## src/rtl/dvx_pkg.sv

```systemverilog
package dvx_pkg;
  localparam int AW        = 32;
  localparam int PAGE_BITS = 12;
  localparam int VPN_W     = AW - PAGE_BITS;
  localparam int PPN_W     = 19;
  localparam int PTE_PPN_LSB  = 8;
  localparam int PTE_VALID    = 1;
  localparam int PTE_WRITE    = 2;
  localparam int SIZE_W       = 3;
  localparam int MIN_WIN_LOG2 = 24;

  typedef enum logic [2:0] {
    ST_IDLE, ST_CHECK, ST_FETCH, ST_WAIT, ST_RESP, ST_FAULT
  } xl_state_e;

  typedef struct packed {
    logic [PPN_W-1:0] ppn;
    logic             writable;
  } tlb_data_t;

  // lowest address covered by the window for a size code
  function automatic logic [AW-1:0] window_base(input logic [SIZE_W-1:0] code);
    logic [AW-1:0] span_m1;
    span_m1 = (AW'(1) << (MIN_WIN_LOG2 + int'(code))) - AW'(1);
    return ~span_m1;
  endfunction

  // memory address of the table entry for a virtual address
  function automatic logic [AW-1:0] entry_addr(input logic [AW-1:0] tbase,
                                               input logic [AW-1:0] va,
                                               input logic [AW-1:0] wbase);
    logic [AW-1:0] idx;
    idx = (va - wbase) >> PAGE_BITS;
    return tbase + (idx << 2);
  endfunction

  function automatic logic [AW-1:0] phys_addr(input logic [PPN_W-1:0] ppn,
                                              input logic [AW-1:0] va);
    return {1'b0, ppn, va[PAGE_BITS-1:0]};
  endfunction

  function automatic logic [AW-1:0] bypass_addr(input logic [AW-1:0] va,
                                                input logic a30);
    return {va[31], a30, va[29:0]};
  endfunction
endpackage

```

## src/rtl/dvx_regs.sv

```systemverilog
module dvx_regs import dvx_pkg::*; #(
  parameter int NUM_SLOTS = 4,
  parameter int SEL_W     = 3
) (
  input  logic                 clk,
  input  logic                 rst_n,
  input  logic                 wr_en,
  input  logic [SEL_W-1:0]     sel,
  input  logic [AW-1:0]        wdata,
  output logic                 xl_enable,
  output logic [SIZE_W-1:0]    size_code,
  output logic [AW-1:0]        pt_base,
  output logic                 flush_all,
  output logic                 flush_page,
  output logic [VPN_W-1:0]     flush_vpn,
  output logic [NUM_SLOTS-1:0] slot_bypass,
  output logic [NUM_SLOTS-1:0] slot_a30
);
  localparam logic [SEL_W-1:0] SEL_CTRL  = SEL_W'(0);
  localparam logic [SEL_W-1:0] SEL_BASE  = SEL_W'(1);
  localparam logic [SEL_W-1:0] SEL_FALL  = SEL_W'(2);
  localparam logic [SEL_W-1:0] SEL_FPAGE = SEL_W'(3);

  always_ff @(posedge clk) begin
    if (!rst_n) begin
      xl_enable <= 1'b0;
      size_code <= '0;
      pt_base   <= '0;
    end else if (wr_en) begin
      if (sel == SEL_CTRL) begin
        xl_enable <= wdata[0];
        size_code <= wdata[4:2];
      end
      if (sel == SEL_BASE) pt_base <= wdata;
    end
  end

  // command locations: the write itself is the event
  assign flush_all  = wr_en && (sel == SEL_FALL);
  assign flush_page = wr_en && (sel == SEL_FPAGE);
  assign flush_vpn  = wdata[AW-1:PAGE_BITS];

  for (genvar s = 0; s < NUM_SLOTS; s++) begin : g_slot
    always_ff @(posedge clk) begin
      if (!rst_n) begin
        slot_bypass[s] <= 1'b0;
        slot_a30[s]    <= 1'b0;
      end else if (wr_en && sel == SEL_W'(4 + s)) begin
        slot_bypass[s] <= wdata[0];
        slot_a30[s]    <= wdata[16];
      end
    end
  end
endmodule

```

## src/rtl/dvx_tlb.sv

```systemverilog
module dvx_tlb import dvx_pkg::*; #(
  parameter int ENTRIES = 16,
  localparam int IDX_W  = $clog2(ENTRIES)
) (
  input  logic             clk,
  input  logic             rst_n,
  input  logic [VPN_W-1:0] lk_vpn,
  output logic             lk_hit,
  output tlb_data_t        lk_data,
  input  logic             fill_en,
  input  logic [VPN_W-1:0] fill_vpn,
  input  tlb_data_t        fill_data,
  input  logic             inv_all,
  input  logic             inv_page,
  input  logic [VPN_W-1:0] inv_vpn
);
  logic [ENTRIES-1:0] valid_q;
  logic [VPN_W-1:0]   tag_q  [ENTRIES];
  tlb_data_t          data_q [ENTRIES];

  logic [IDX_W-1:0] lk_idx, fill_idx, inv_idx;
  assign lk_idx   = lk_vpn[IDX_W-1:0];
  assign fill_idx = fill_vpn[IDX_W-1:0];
  assign inv_idx  = inv_vpn[IDX_W-1:0];

  assign lk_hit  = valid_q[lk_idx] && (tag_q[lk_idx] == lk_vpn);
  assign lk_data = data_q[lk_idx];

  // a page flush only removes the entry whose tag matches
  logic page_kill;
  assign page_kill = inv_page && valid_q[inv_idx] && (tag_q[inv_idx] == inv_vpn);

  always_ff @(posedge clk) begin
    if (!rst_n) begin
      valid_q <= '0;
    end else if (inv_all) begin
      valid_q <= '0;
    end else begin
      for (int e = 0; e < ENTRIES; e++) begin
        if (page_kill && inv_idx == IDX_W'(e)) valid_q[e] <= 1'b0;
        else if (fill_en && fill_idx == IDX_W'(e)) valid_q[e] <= 1'b1;
      end
    end
  end

  always_ff @(posedge clk) begin
    if (fill_en) begin
      tag_q[fill_idx]  <= fill_vpn;
      data_q[fill_idx] <= fill_data;
    end
  end

  a_r9_flush_clears: assert property (@(posedge clk) disable iff (!rst_n)
    inv_all |=> (valid_q == '0));

  a_r10_page_flush_one: assert property (@(posedge clk) disable iff (!rst_n)
    (inv_page && !inv_all && !fill_en) |=>
      ($countones(valid_q) + 1 >= $countones($past(valid_q))));
endmodule

```

## src/rtl/dvx_xlate.sv

```systemverilog
module dvx_xlate import dvx_pkg::*; #(
  parameter int NUM_SLOTS   = 4,
  parameter int TLB_ENTRIES = 16,
  localparam int SLOT_W = (NUM_SLOTS > 1) ? $clog2(NUM_SLOTS) : 1,
  localparam int SEL_W  = $clog2(4 + NUM_SLOTS)
) (
  input  logic              clk,
  input  logic              rst_n,
  input  logic              cfg_we,
  input  logic [SEL_W-1:0]  cfg_sel,
  input  logic [31:0]       cfg_wdata,
  input  logic              req_valid,
  output logic              req_ready,
  input  logic [SLOT_W-1:0] req_slot,
  input  logic [31:0]       req_vaddr,
  input  logic              req_write,
  output logic              rsp_valid,
  input  logic              rsp_ready,
  output logic [31:0]       rsp_paddr,
  output logic              fault_valid,
  output logic [31:0]       fault_vaddr,
  output logic              mem_req_valid,
  input  logic              mem_req_ready,
  output logic [31:0]       mem_req_addr,
  input  logic              mem_rsp_valid,
  input  logic [31:0]       mem_rsp_data
);
  // configuration state
  logic                 xl_enable, flush_all, flush_page;
  logic [SIZE_W-1:0]    size_code;
  logic [AW-1:0]        pt_base;
  logic [VPN_W-1:0]     flush_vpn;
  logic [NUM_SLOTS-1:0] slot_bypass, slot_a30;

  dvx_regs #(.NUM_SLOTS(NUM_SLOTS), .SEL_W(SEL_W)) u_regs (
    .clk(clk), .rst_n(rst_n), .wr_en(cfg_we), .sel(cfg_sel), .wdata(cfg_wdata),
    .xl_enable(xl_enable), .size_code(size_code), .pt_base(pt_base),
    .flush_all(flush_all), .flush_page(flush_page), .flush_vpn(flush_vpn),
    .slot_bypass(slot_bypass), .slot_a30(slot_a30)
  );

  // request state
  xl_state_e         state_q, state_d;
  logic [AW-1:0]     va_q, paddr_q, paddr_d, maddr_q, maddr_d;
  logic              wr_q, stale_q;
  logic [SLOT_W-1:0] slot_q;

  // translation buffer
  logic      tlb_hit, tlb_fill;
  tlb_data_t tlb_rd, tlb_wr;
  assign tlb_wr.ppn      = mem_rsp_data[PTE_PPN_LSB +: PPN_W];
  assign tlb_wr.writable = mem_rsp_data[PTE_WRITE];

  dvx_tlb #(.ENTRIES(TLB_ENTRIES)) u_tlb (
    .clk(clk), .rst_n(rst_n),
    .lk_vpn(va_q[AW-1:PAGE_BITS]), .lk_hit(tlb_hit), .lk_data(tlb_rd),
    .fill_en(tlb_fill), .fill_vpn(va_q[AW-1:PAGE_BITS]), .fill_data(tlb_wr),
    .inv_all(flush_all), .inv_page(flush_page), .inv_vpn(flush_vpn)
  );

  // named events for the checks
  logic evt_accept, evt_in_window, evt_bypass, evt_pte_bad, flush_any;
  logic [AW-1:0] win_base;
  assign evt_accept    = req_valid && req_ready;
  assign win_base      = window_base(size_code);
  assign evt_in_window = (va_q >= win_base);
  assign evt_bypass    = slot_bypass[slot_q];
  assign evt_pte_bad   = !mem_rsp_data[PTE_VALID] || (wr_q && !mem_rsp_data[PTE_WRITE]);
  assign flush_any     = flush_all || flush_page;

  logic unused_pte;
  assign unused_pte = ^{mem_rsp_data[31:27], mem_rsp_data[7:3], mem_rsp_data[0]};

  always_comb begin
    state_d  = state_q;
    paddr_d  = paddr_q;
    maddr_d  = maddr_q;
    tlb_fill = 1'b0;
    unique case (state_q)
      ST_IDLE:  if (req_valid) state_d = ST_CHECK;
      ST_CHECK: begin
        if (evt_bypass) begin
          paddr_d = bypass_addr(va_q, slot_a30[slot_q]);
          state_d = ST_RESP;
        end else if (!xl_enable) begin
          paddr_d = va_q;
          state_d = ST_RESP;
        end else if (!evt_in_window) begin
          state_d = ST_FAULT;
        end else if (tlb_hit) begin
          if (wr_q && !tlb_rd.writable) state_d = ST_FAULT;
          else begin
            paddr_d = phys_addr(tlb_rd.ppn, va_q);
            state_d = ST_RESP;
          end
        end else begin
          maddr_d = entry_addr(pt_base, va_q, win_base);
          state_d = ST_FETCH;
        end
      end
      ST_FETCH: if (mem_req_ready) state_d = ST_WAIT;
      ST_WAIT: begin
        if (mem_rsp_valid) begin
          if (evt_pte_bad) state_d = ST_FAULT;
          else begin
            paddr_d  = phys_addr(tlb_wr.ppn, va_q);
            tlb_fill = !stale_q && !flush_any;
            state_d  = ST_RESP;
          end
        end
      end
      ST_RESP:  if (rsp_ready) state_d = ST_IDLE;
      ST_FAULT: state_d = ST_IDLE;
      default:  state_d = ST_IDLE;
    endcase
  end

  always_ff @(posedge clk) begin
    if (!rst_n) begin
      state_q <= ST_IDLE;
      va_q    <= '0;
      wr_q    <= 1'b0;
      slot_q  <= '0;
      paddr_q <= '0;
      maddr_q <= '0;
      stale_q <= 1'b0;
    end else begin
      state_q <= state_d;
      paddr_q <= paddr_d;
      maddr_q <= maddr_d;
      if (evt_accept) begin
        va_q   <= req_vaddr;
        wr_q   <= req_write;
        slot_q <= req_slot;
      end
      // a flush while the entry read is in flight makes that entry stale
      if (state_q == ST_CHECK) stale_q <= 1'b0;
      else if (flush_any)      stale_q <= 1'b1;
    end
  end

  assign req_ready     = (state_q == ST_IDLE);
  assign rsp_valid     = (state_q == ST_RESP);
  assign rsp_paddr     = paddr_q;
  assign fault_valid   = (state_q == ST_FAULT);
  assign fault_vaddr   = va_q;
  assign mem_req_valid = (state_q == ST_FETCH);
  assign mem_req_addr  = maddr_q;

  a_r12_fault_pulse: assert property (@(posedge clk) disable iff (!rst_n)
    fault_valid |=> !fault_valid);

  a_r12_rsp_hold: assert property (@(posedge clk) disable iff (!rst_n)
    (rsp_valid && !rsp_ready) |=> (rsp_valid && $stable(rsp_paddr)));

  a_r12_busy_after_accept: assert property (@(posedge clk) disable iff (!rst_n)
    (req_valid && req_ready) |=> !req_ready);

  a_r12_mem_hold: assert property (@(posedge clk) disable iff (!rst_n)
    (mem_req_valid && !mem_req_ready) |=> (mem_req_valid && $stable(mem_req_addr)));

  a_r12_rsp_or_fault: assert property (@(posedge clk) disable iff (!rst_n)
    !(rsp_valid && fault_valid));
endmodule

```

## config.mk

```make
export PLATFORM = sky130hd
export DESIGN_NAME = dvx_xlate
export DESIGN_NICKNAME = d
export VERILOG_FILES = /design/src/rtl/dvx_pkg.sv /design/src/rtl/dvx_regs.sv /design/src/rtl/dvx_tlb.sv /design/src/rtl/dvx_xlate.sv
export SDC_FILE = /design/constraint.sdc
export NUM_CORES = 1
export LEC_CHECK = 0
export CORE_ASPECT_RATIO = 1.25
export CORE_UTILIZATION = 25
export CTS_BUF_LIST = sky130_fd_sc_hd__clkbuf_8
export CTS_CLUSTER_SIZE = 14
export DETAILED_ROUTE_END_ITERATION = 8
export SYNTH_ARGS = -nofsm -noshare
export SYNTH_HDL_FRONTEND = slang
export SYNTH_HIERARCHICAL = 1
export SYNTH_SLANG_ARGS = --single-unit
```

## constraint.sdc

```tcl
create_clock -name clk -period 9.7 [get_ports clk]
set_input_delay 2.91 -clock clk [delete_from_list [all_inputs] [get_ports clk]]
set_output_delay 2.91 -clock clk [all_outputs]
set_load 0.05 [all_outputs]
```

==> impl_metrics.csv <==
group,metric,value,unit
run_status,run_status,"finished, final reports clean",
die,rows,156,
power,cell_internal_pwr,5.545,mW
flow_run,max_cap_violations,0,
detailed_routing,drt-wirelength-per-cell,24.02,µm
grt,grt_start_max_net_pins,75,
sta,final_critical_path_setup_slack,3.389,ns
synthesis,synth-warning-count,6,
die,initial_standard_cell_utilization_of_the_core,25.20,%
min_path,min_delay_worst_type,"reg2reg",
min_path,hold_startpoint,"mem_req_addr[0]$_SDFFE_PN0P_",
detailed_routing,drt_pass1_iterations,6,
placement,port_buffers,197,
detailed_routing,route.detailed.drc,0,
power,p_sw,1.900,mW
worst_setup_path,timing.rr.end,"rsp_paddr[28]$_SDFFE_PN0P_",
grt,first_pass_grt_wire_length,159800,µm
detailed_routing,drt_iter0_markers,2033,
synthesis,postSynthNetCount,2546,
grt,globalRoute.totalOverflow,0,
synthesis,synth_edf_count,640,
synthesis,synth.ff_latch_count,803,
clocking,htree_num_levels,4,
synthesis,synth.lib_cells_used.distinct,92,
synthesis,syn_avg_cell_area,15.17,µm²
clocking,cts_inserted_buffers,131,
worst_setup_path,timing.reg2reg.setup_slack,3.77,ns
clocking,cts_setup_buffers,0,
sta,final.min_clock_period,6.311,ns
finish,nNetsFinal,2745,
worst_setup_path,cp_data_arrival_time,3.40,ns
worst_setup_path,criticalPathCategory,"reg2out",
clocking,clockRootBuffer,"sky130_fd_sc_hd__clkbuf_8",
detailed_routing,detail-route-antenna-nets,0,
clocking,tritoncts,"yes",
detailed_routing,post_drt_via_cell_ratio,4.932,
placement,placement.setup.worst_slack,2.549,ns
min_path,hold_path_end,"mem_req_addr[0]$_SDFFE_PN0P_",
power,switching_share,25.52,%
power,power.ir.vdd_worst,142.1,µV
power,p_clk_share,39.3,%
grt,antenna_found_initial,7,
sta,setup_tns,0,ns
worst_setup_path,critical_path.startpoint_type,"register",
finish,areaGrowthSynthToFinish,17.63,%
worst_setup_path,timing.critical_path.required,6.79,ns
sta,hold_violations_final,0,
sta,slew_headroom,9.772,%
power,combinationalPowerShare,9.9,%
synthesis,synthFlopType,"sky130_fd_sc_hd__edfxtp_1",
sta,maximum_frequency_from_static_timing_analysis,158.5,MHz
placement,hpwl_after_dpl,70920,µm
worst_setup_path,path_depth_of_the_worst_reg2reg_path,15,
synthesis,ys_seq_area_share,61.60,%
die,top_level_ports,209,
power,leakage,13.75,nW
clocking,cts_hold_buffers,0,
sta,fin_worst_skew,0.04125,ns
sta,setup_viol_count_final,0,
grt,global_route.usage.total,14.79,%
clocking,clk-insertion-delay-late,0.82,ns
clocking,max-clock-path-buffers,3,
sta,setup_repair_after_global_routing_missed_its_margin,"false",
die,die_w,343.7,µm
die,die_height,429.2,µm
clocking,clock_sinks,803,
placement,routabilityCongestion,0.8770,
sta,period_share,65.06,%
power,seqPwrFrac,50.8,%
finish,fillers,14511,
worst_setup_path,crit_path_max_fanout,43,
synthesis,ys_async_sr_fraction,0,%
sta,worstMarginPinSlew,1.351,ns
worst_setup_path,rr_startpoint,"fault_vaddr[13]$_SDFFE_PN0P_",
detailed_routing,route.vias.total,22726,
power,power_per_cell_area,173.4,nW/µm²
synthesis,instance_count_of_the_mapped_netlist,2405,
clocking,ctsResizeCount,0,
power,power.total,7.446,mW
finish,drive_above_1_share,20.63,%
die,core_area,144800,µm²
detailed_routing,drt-total-wl,110700,µm
sta,final_max_slew_viol_count,0,
grt,first_global_vias,22852,
clocking,clk_pin_slew,0.06,ns
synthesis,mappedNetlistArea,36500,µm²
min_path,count_of_cells_along_the_worst_hold_path,2,
worst_setup_path,critPathCaptureType,"primary output",
die,floorplan.die_area,147500,µm²
synthesized netlist by cell type (5+ instances only):
master                      number  share of area, %
sky130_fd_sc_hd__edfxtp_1      640                53
sky130_fd_sc_hd__nand2_1       238               2.4
sky130_fd_sc_hd__mux4_2        235                15
sky130_fd_sc_hd__dfxtp_1       163               8.9
sky130_fd_sc_hd__mux2i_1       159               4.4
sky130_fd_sc_hd__a21oi_1       116               1.6
sky130_fd_sc_hd__nor2_1        108               1.1
sky130_fd_sc_hd__clkbuf_1       81              0.83
sky130_fd_sc_hd__buf_4          49               1.0
sky130_fd_sc_hd__o21ai_0        47              0.64
sky130_fd_sc_hd__xnor2_1        44               1.1
sky130_fd_sc_hd__nor3_1         37              0.51
sky130_fd_sc_hd__nand3_1        36              0.49
sky130_fd_sc_hd__ha_1           31               1.1
sky130_fd_sc_hd__a211oi_1       30              0.62
sky130_fd_sc_hd__inv_1          29              0.30
sky130_fd_sc_hd__buf_2          28              0.38
sky130_fd_sc_hd__a31oi_1        27              0.46
sky130_fd_sc_hd__mux2_2         24              0.74
sky130_fd_sc_hd__nor2b_1        20              0.34
sky130_fd_sc_hd__buf_1          15              0.15
sky130_fd_sc_hd__xor2_1         15              0.36
sky130_fd_sc_hd__o22ai_1        14              0.24
sky130_fd_sc_hd__a22oi_1        13              0.27
sky130_fd_sc_hd__nand4_1        13              0.22
sky130_fd_sc_hd__o21a_1         12              0.25
sky130_fd_sc_hd__nand2b_1       11              0.19
sky130_fd_sc_hd__nor4_1         11              0.19
sky130_fd_sc_hd__buf_6          10              0.31
sky130_fd_sc_hd__o211ai_1       10              0.21
sky130_fd_sc_hd__and3_1          9              0.15
sky130_fd_sc_hd__a221oi_1        8              0.19
sky130_fd_sc_hd__and2_1          8              0.14
sky130_fd_sc_hd__nor3b_1         7              0.14
sky130_fd_sc_hd__or2_2           6              0.10
sky130_fd_sc_hd__a2111oi_0       5              0.12
sky130_fd_sc_hd__a21o_1          5              0.10
sky130_fd_sc_hd__o221ai_1        5              0.12
sequential cells by signal (all words and copies together), names as in the netlist:
signal and cells:
u_regs/xl_enable 1, u_regs/pt_base 32, u_regs/size_code 3, u_tlb/data_q 320, u_tlb/valid_q 16, fault_vaddr 32
mem_req_addr 32, state_q 3, u_regs/slot_bypass 4, stale_q 1, wr_q 1, slot_q 2
u_tlb/tag_q 320, rsp_paddr 32, u_regs/slot_a30 4
logic make-up after synthesis:
kind of cell	count (synthesis)	share of synthesized area, %
flip-flops	803	61.60
AND/OR/NAND/NOR	529	6.713
multiplexers	420	19.68
AO/OA/AOI/OAI	341	6.185
buffers and inverters	220	3.281
XOR/XNOR	59	1.416
adder cells (fa/ha/maj)	32	1.118
other	1	0.01028
per-stage QoR:
| step | instances | hold WS, ns | util, % | instance area, µm² |
|---|---|---|---|---|
| 5_1_grt | 4607 | 0.4729 | 29.64 | 42920 |
| 2_1_floorplan | 2405 | 0.4318 | - | 36500 |
| 6_report | 4608 | 0.4541 | 29.64 | 42930 |
| 3_5_place_dp | 4367 | 0.4468 | 27.85 | 40340 |
| 4_1_cts | 4605 | 0.4554 | 29.63 | 42920 |
| 3_3_place_gp | 4367 | 0.4415 | 27.85 | 40340 |
power by group through the flow:
stage	logic, mW	registers [mW]	clock network, mW
finish	0.740	3.78	2.93
global route	0.783	3.78	3.13
CTS	0.746	3.78	3.00
detailed placement	0.743	3.85	0
global placement	0.741	3.85	0
floorplan	0.446	3.88	0
layer usage:
layer / part of all wire (%) / wire, µm / vias up / track usage (%)
li1: - / - / 9830 / -
met1: 39 / 43700 / 11807 / 18.34
met2: 51 / 56680 / 893 / 25.61
met3: 6.5 / 7152 / 192 / 2.736
met4: 2.8 / 3135 / 4 / 4.954
met5: 0.022 / 24 / - / 0
layout make-up:
class | count | area [µm²] | share of cell area [%]
sequential | 803 | 22500 | 52.41
multi-input combinational | 1382 | 12930 | 30.12
timing repair buffer | 255 | 2422 | 5.643
tap | 1896 | 2372 | 5.526
clock buffer | 147 | 2023 | 4.713
clock inverter | 91 | 556.8 | 1.297
inverter | 31 | 117.6 | 0.2740
antenna | 3 | 7.507 | 0.01749
layout by cell type, fill, tap and decap left out, drive strengths merged, types with 5 or more instances in the layout:
cell / synthesis / layout
o211ai: 11 / 11
o21a: 12 / 12
mux4: 235 / 235
a2111oi: 5 / 5
o221ai: 5 / 5
nand3: 36 / 36
dfxtp: 163 / 163
mux2i: 159 / 159
clkdlybuf4s50: 0 / 193
o21ai: 52 / 52
ha: 31 / 31
nor3b: 7 / 7
xor2: 15 / 15
nor2b: 20 / 20
buf: 107 / 62
and3: 9 / 9
and2: 8 / 8
inv: 30 / 84
nor2: 110 / 110
o22ai: 14 / 14
nand2b: 11 / 11
mux2: 26 / 26
or2: 6 / 6
a22oi: 14 / 14
nand4: 13 / 13
a211oi: 31 / 31
edfxtp: 640 / 640
or3: 5 / 5
clkbuf: 82 / 147
a221oi: 11 / 11
a21o: 5 / 5
a21oi: 116 / 116
nor4: 13 / 13
a31oi: 27 / 27
nor3: 38 / 38
xnor2: 44 / 44
nand2: 238 / 238
clkinv: 1 / 30
how the worst max path moves through the flow:
stage	startpoint	end	slack [ns]	depth (start not counted)
2_1_floorplan	cfg_sel[0]	u_tlb/valid_q[0]$_SDFFE_PP0P_	2.08	7
3_3_place_gp	cfg_sel[2]	u_tlb/valid_q[3]$_SDFFE_PP0P_	2.60	9
3_5_place_dp	cfg_sel[2]	u_tlb/tag_q[2][3]$_DFFE_PP_	2.55	7
4_1_cts	fault_vaddr[14]$_SDFFE_PN0P_	fault_vaddr[14]	3.26	2
5_1_grt	cfg_sel[2]	u_tlb/valid_q[3]$_SDFFE_PP0P_	3.23	9
6_report	fault_vaddr[14]$_SDFFE_PN0P_	fault_vaddr[14]	3.39	2
worst max-delay path, stage by stage, from the launching register on:
cell	delay, ns
sky130_fd_sc_hd__dfxtp_4	0.70
sky130_fd_sc_hd__buf_4	0.88
sky130_fd_sc_hd__clkdlybuf4s50_1	0.97
Note: power is estimated with default switching activity, not from simulation.
